$ cat src/rtl/mtg_pkg.sv
`timescale 1ns/1ps
package mtg_pkg;

    typedef enum logic [0:0] {
        ST_IDLE    = 1'b0,
        ST_PUBLISH = 1'b1
    } pub_state_e;

    typedef struct packed {
        logic v;
        logic d_hi;
        logic d_lo;
    } cell_out_t;

endpackage

$ cat src/rtl/mtg_gear_cell.sv
`timescale 1ns/1ps
module mtg_gear_cell
    import mtg_pkg::*;
(
    input  logic       sel_i,
    input  logic [2:0] code_i,
    output cell_out_t  out_o
);
    logic flip;
    logic parity;

    always_comb begin
        flip         = ~sel_i;
        parity       = code_i[0] ^ code_i[1];
        out_o.v      = flip ? ~code_i[2] : code_i[2];
        out_o.d_hi   = flip ? ~code_i[1] : code_i[1];
        out_o.d_lo   = flip ? ~parity    : parity;
    end
endmodule

$ cat src/rtl/mtg_gear_chain.sv
`timescale 1ns/1ps
module mtg_gear_chain
    import mtg_pkg::*;
#(
    parameter int NUM_WHEELS = 7,
    localparam int CODE_W    = 3 * NUM_WHEELS,
    localparam int GW        = 2 * NUM_WHEELS,
    localparam int CW        = $clog2(NUM_WHEELS + 1)
) (
    input  logic              anchor_sel_i,
    input  logic [CODE_W-1:0] codes_i,
    input  logic [CW-1:0]     active_i,
    output logic [GW-1:0]     gray_o
);
    logic      [NUM_WHEELS:0] sel_chain;
    cell_out_t                cells [NUM_WHEELS];

    assign sel_chain[0] = anchor_sel_i;

    for (genvar k = 0; k < NUM_WHEELS; k++) begin : g_wheel
        mtg_gear_cell u_cell (
            .sel_i  (sel_chain[k]),
            .code_i (codes_i[3*k +: 3]),
            .out_o  (cells[k])
        );
        assign sel_chain[k+1] = cells[k].v;
        assign gray_o[2*k +: 2] = (active_i > CW'(k)) ?
                                  {cells[k].d_hi, cells[k].d_lo} : 2'b00;
    end

    // the select handed upward and the upper data bit are steered together
    always_comb begin
        for (int k = 0; k < NUM_WHEELS; k++) begin
            a_r3_link: assert ((sel_chain[k+1] ^ cells[k].d_hi) ==
                               (codes_i[3*k+2] ^ codes_i[3*k+1]));
        end
    end
endmodule

$ cat src/rtl/mtg_gray2bin.sv
`timescale 1ns/1ps
module mtg_gray2bin #(
    parameter int W = 14
) (
    input  logic [W-1:0] gray_i,
    output logic [W-1:0] bin_o
);
    logic acc;

    always_comb begin
        acc = 1'b0;
        for (int i = W - 1; i >= 0; i--) begin
            acc      = acc ^ gray_i[i];
            bin_o[i] = acc;
        end
    end
endmodule

$ cat src/rtl/mt_gray_assembler.sv
`timescale 1ns/1ps
module mt_gray_assembler
    import mtg_pkg::*;
#(
    parameter int NUM_WHEELS = 7,
    localparam int CODE_W    = 3 * NUM_WHEELS,
    localparam int GW        = 2 * NUM_WHEELS,
    localparam int CW        = $clog2(NUM_WHEELS + 1)
) (
    input  logic              clk,
    input  logic              rst_n,
    input  logic              strobe_i,
    input  logic              st_msb_i,
    input  logic [CODE_W-1:0] wheel_code_i,
    input  logic [CW-1:0]     active_wheels_i,
    output logic [GW-1:0]     gray_o,
    output logic [GW-1:0]     bin_o,
    output logic              valid_o
);
    pub_state_e      state_q;
    pub_state_e      state_d;
    logic [GW-1:0]   gray_word;
    logic [GW-1:0]   bin_word;

    mtg_gear_chain #(.NUM_WHEELS(NUM_WHEELS)) u_chain (
        .anchor_sel_i (st_msb_i),
        .codes_i      (wheel_code_i),
        .active_i     (active_wheels_i),
        .gray_o       (gray_word)
    );

    mtg_gray2bin #(.W(GW)) u_conv (
        .gray_i (gray_word),
        .bin_o  (bin_word)
    );

    // state register
    always_ff @(posedge clk) begin
        if (!rst_n) state_q <= ST_IDLE;
        else        state_q <= state_d;
    end

    // transitions
    always_comb begin
        state_d = state_q;
        unique case (state_q)
            ST_IDLE:    if (strobe_i) state_d = ST_PUBLISH;
            ST_PUBLISH: state_d = strobe_i ? ST_PUBLISH : ST_IDLE;
            default:    state_d = ST_IDLE;
        endcase
    end

    // outputs
    always_ff @(posedge clk) begin
        if (!rst_n) begin
            gray_o <= '0;
            bin_o  <= '0;
        end else if (strobe_i) begin
            gray_o <= gray_word;
            bin_o  <= bin_word;
        end
    end

    assign valid_o = (state_q == ST_PUBLISH);

    a_r8_valid_after_strobe: assert property (@(posedge clk) disable iff (!rst_n)
        strobe_i |=> valid_o);

    a_r8_valid_needs_strobe: assert property (@(posedge clk) disable iff (!rst_n)
        valid_o |-> $past(strobe_i));

    a_r7_hold_without_strobe: assert property (@(posedge clk) disable iff (!rst_n)
        !strobe_i |=> ($stable(gray_o) && $stable(bin_o)));

    a_r6_bin_inverse: assert property (@(posedge clk) disable iff (!rst_n)
        gray_o == (bin_o ^ (bin_o >> 1)));

    for (genvar k = 0; k < NUM_WHEELS; k++) begin : g_mask_chk
        a_r5_mask_pair: assert property (@(posedge clk) disable iff (!rst_n)
            (strobe_i && (active_wheels_i <= CW'(k))) |=> (gray_o[2*k +: 2] == 2'b00));
    end
endmodule

$ cat config.mk
export PLATFORM = sky130hd
export DESIGN_NAME = mt_gray_assembler
export DESIGN_NICKNAME = d
export VERILOG_FILES = /design/src/rtl/mtg_pkg.sv /design/src/rtl/mtg_gear_cell.sv /design/src/rtl/mtg_gear_chain.sv /design/src/rtl/mtg_gray2bin.sv /design/src/rtl/mt_gray_assembler.sv
export SDC_FILE = /design/constraint.sdc
export NUM_CORES = 1
export LEC_CHECK = 0
export BUFFER_PORTS_ARGS = -buffer_cell sky130_fd_sc_hd__buf_2
export CAP_MARGIN = 20
export CORE_MARGIN = 1.5
export CORE_UTILIZATION = 53
export DETAILED_ROUTE_END_ITERATION = 12
export GPL_TIMING_DRIVEN = 0
export PLACE_DENSITY = 0.83
export SYNTH_ARGS = -nofsm -noshare
export SYNTH_HDL_FRONTEND = slang
export SYNTH_SLANG_ARGS = --single-unit
$ cat constraint.sdc
create_clock -name clk -period 4.2 [get_ports clk]
set_input_delay 1.26 -clock clk [delete_from_list [all_inputs] [get_ports clk]]
set_output_delay 1.26 -clock clk [all_outputs]
set_load 0.01 [all_outputs]
==> results.ini <==
[die]
chipWidth_um=58.40
std_cell_rows=19
die_height_um=58.40
initial_core_util=0.5750
dieArea_um2=3411
io_pins=57
coreArea_um2=2829

[timing]
maxSlewHeadroom=0.6261
tns_ns=0
period_needed_ns=2.737
finalHoldViolations=0
fin_crit_sh=0.6518
fmax_mhz=365.3
setup_violations=0
skew_ns=0
slew_violations=0
rsz0062_at_grt=false
max_slew.worst_pin.slew_ns=0.5596

[final_layout]
final_common_cell=buf_2
final_nets=269
mostFrequentLayoutCells=buf_2 (51), dfxtp_1 (28), nor2_1 (19)
antenna_cells=0
area_growth_syn_to_layout_pct=21.00
drive_above_1_share=0.2958
fin_area_um2=1968

[yosys]
yosysSeqAreaShare=0.3446
syn_nets=214
synth_edf_count=0
syn_inst=186
synth_area_um2=1627
async_flop_share=0
ys.flop_type=dfxtp_1
synth_seq_cells=28
yosys_warnings=0
synth_cell_types=49
avgSynthCellArea_um2=8.745

[pwr]
vdd_drop_max_mv=0.1947
total_power_mw=0.6914
p_leak_nw=0.9315
p_per_area_nw_per_um2=351.3

[critical_path]
crit_family=compound AO/OA/AOI/OAI gates
path_cells=buf_2, clkbuf_1, o21a_1, o221ai_1, xor2_1, a21boi_2, or2_1, a221oi_2
path_depth=8
cp.required_ns=4.45
r2r-end=gray_o[10]
critical_path_class=in -> reg
timing.rr.start=gray_o[10]
rrSetupSlack_ns=3.41
arrival_ns=2.99
start_kind=input port
reg2reg_depth=2
cp_max_fo=10
crit_buf_inv=2
critPathCaptureType=flip-flop
cpMaxStageDelayCell=clkbuf_1
crit_path_max_incr_delay_ns=0.35

[clock_tree]
clock-sinks=28
path_clk_slew_ns=0.16
root_buffer=clkbuf_4
clockBufferDepth=2
htreeDepth=1
clock_latency_ns=0.32
post-cts-setup-buffer-count=0
ctsResizeCount=0
ctsHoldBuffers=0
cts_buffers=3
cts_tree=built

[grt]
grt_use_total=0.2256
grt_max_degree=17
grt_pass1_wl_um=6044
grt_overflow_total=0
antenna_found_initial=0
grt_pass1_vias=1367

[worst_hold_path]
hold_class=reg -> reg
holdPathEnd=gray_o[9]
hold_depth=2
min_from=gray_o[9]

[placed_design]
portBuffers=50
hpwlAfterDp_um=2774
place_area_um2=1916
routabilityCongestion=0.8360

[detailed_routing]
via_per_inst=5.598
wire_per_inst_um=14.01
drt_wl_total_um=3796
drtAntennaViolNets=0
drt-pass1-iter-count=4
dr.first_iter.drc_count=49
drc=0
routed-via-count=1517

[status]
outcome=complete, no violations

[flow_run]
maxCapViolations=0

## routing by layer
layer | global-route usage | vias up | share of wire
li1 | - | 753 | -
met1 | 0.2926 | 701 | 0.41
met2 | 0.3981 | 59 | 0.50
met3 | 0.02637 | 4 | 0.080
met4 | 0.05648 | 0 | 0.0061
met5 | 0 | - | 0
## cell type report
type	count	area, um^2
Clock inverter	1	30.03
Timing Repair Buffer	50	250.2
Multi-Input combinational cell	139	982.2
Fill cell	231	860.8
Buffer	15	68.82
Clock buffer	3	22.52
Sequential cell	28	560.5
Inverter	4	15.01
Tap cell	31	38.79
## tightest hold or removal path: stages (launching register included)
cell	delay (ns)
dfxtp_1	0.34
nand2_1	0.06
a21oi_1	0.05
## logic make-up (layout without fill, tap and decap cells)
family | Yosys count | after routing | share of synthesized area
simple gates | 64 | 64 | 0.1892
flops | 28 | 28 | 0.3446
buf+inv | 19 | 73 | 0.05153
mux | 3 | 3 | 0.01846
compound gates | 44 | 44 | 0.1938
xor+xnor | 28 | 28 | 0.2023
## worst max-delay path by stage
stage / startpoint / to / slack (ns)
floorplan: wheel_code_i[18] / bin_o[0] / 1.30
global placement: st_msb_i / gray_o[10] / 1.15
detailed placement: st_msb_i / gray_o[10] / 1.15
CTS: active_wheels_i[0] / bin_o[0] / 1.47
global route: active_wheels_i[1] / bin_o[0] / 1.34
finish: active_wheels_i[0] / bin_o[0] / 1.46
## registers in the layout, summed over array words and instances, names as in the netlist
signal   count
gray_o      14
bin_o       13
valid_o      1
## report_power, final
part,total (mW),switching (mW),internal (mW)
Clock,0.179,0.0822,0.0965
Sequential,0.294,0.00897,0.285
Combinational,0.218,0.118,0.100
## cell usage after synthesis (2+ instances only)
| cell type | n | area (um^2) |
|---|---|---|
| dfxtp_1 | 28 | 560.5 |
| nor2_1 | 19 | 71.32 |
| a21oi_1 | 18 | 90.09 |
| nand2_1 | 17 | 63.81 |
| xor2_1 | 12 | 105.1 |
| xnor2_1 | 10 | 87.58 |
| clkbuf_1 | 8 | 30.03 |
| nand3_1 | 7 | 35.03 |
| nor3_1 | 7 | 35.03 |
| inv_1 | 4 | 15.01 |
| a211oi_1 | 3 | 22.52 |
| buf_1 | 3 | 11.26 |
| buf_4 | 3 | 22.52 |
| mux2i_1 | 3 | 30.03 |
| o21a_1 | 3 | 22.52 |
| o21ai_0 | 3 | 15.01 |
| a21boi_0 | 2 | 15.01 |
| and3_1 | 2 | 12.51 |
| o211ai_1 | 2 | 15.01 |
| xnor3_1 | 2 | 45.04 |
| xnor3_2 | 2 | 47.55 |
## through the flow
stage | hold slack [ns] | cells | setup WS (ns) | utilization
finish | 0.4758 | 271 | 1.463 | 0.6957
global route | 0.4972 | 271 | 1.336 | 0.6957
CTS | 0.4775 | 271 | 1.474 | 0.6957
detailed placement | 0.4568 | 267 | 1.148 | 0.6771
global placement | 0.4532 | 267 | 1.150 | 0.6771
floorplan | 0.4858 | 186 | 1.295 | -
No activity file was read; power rests on OpenSTA's default activity.
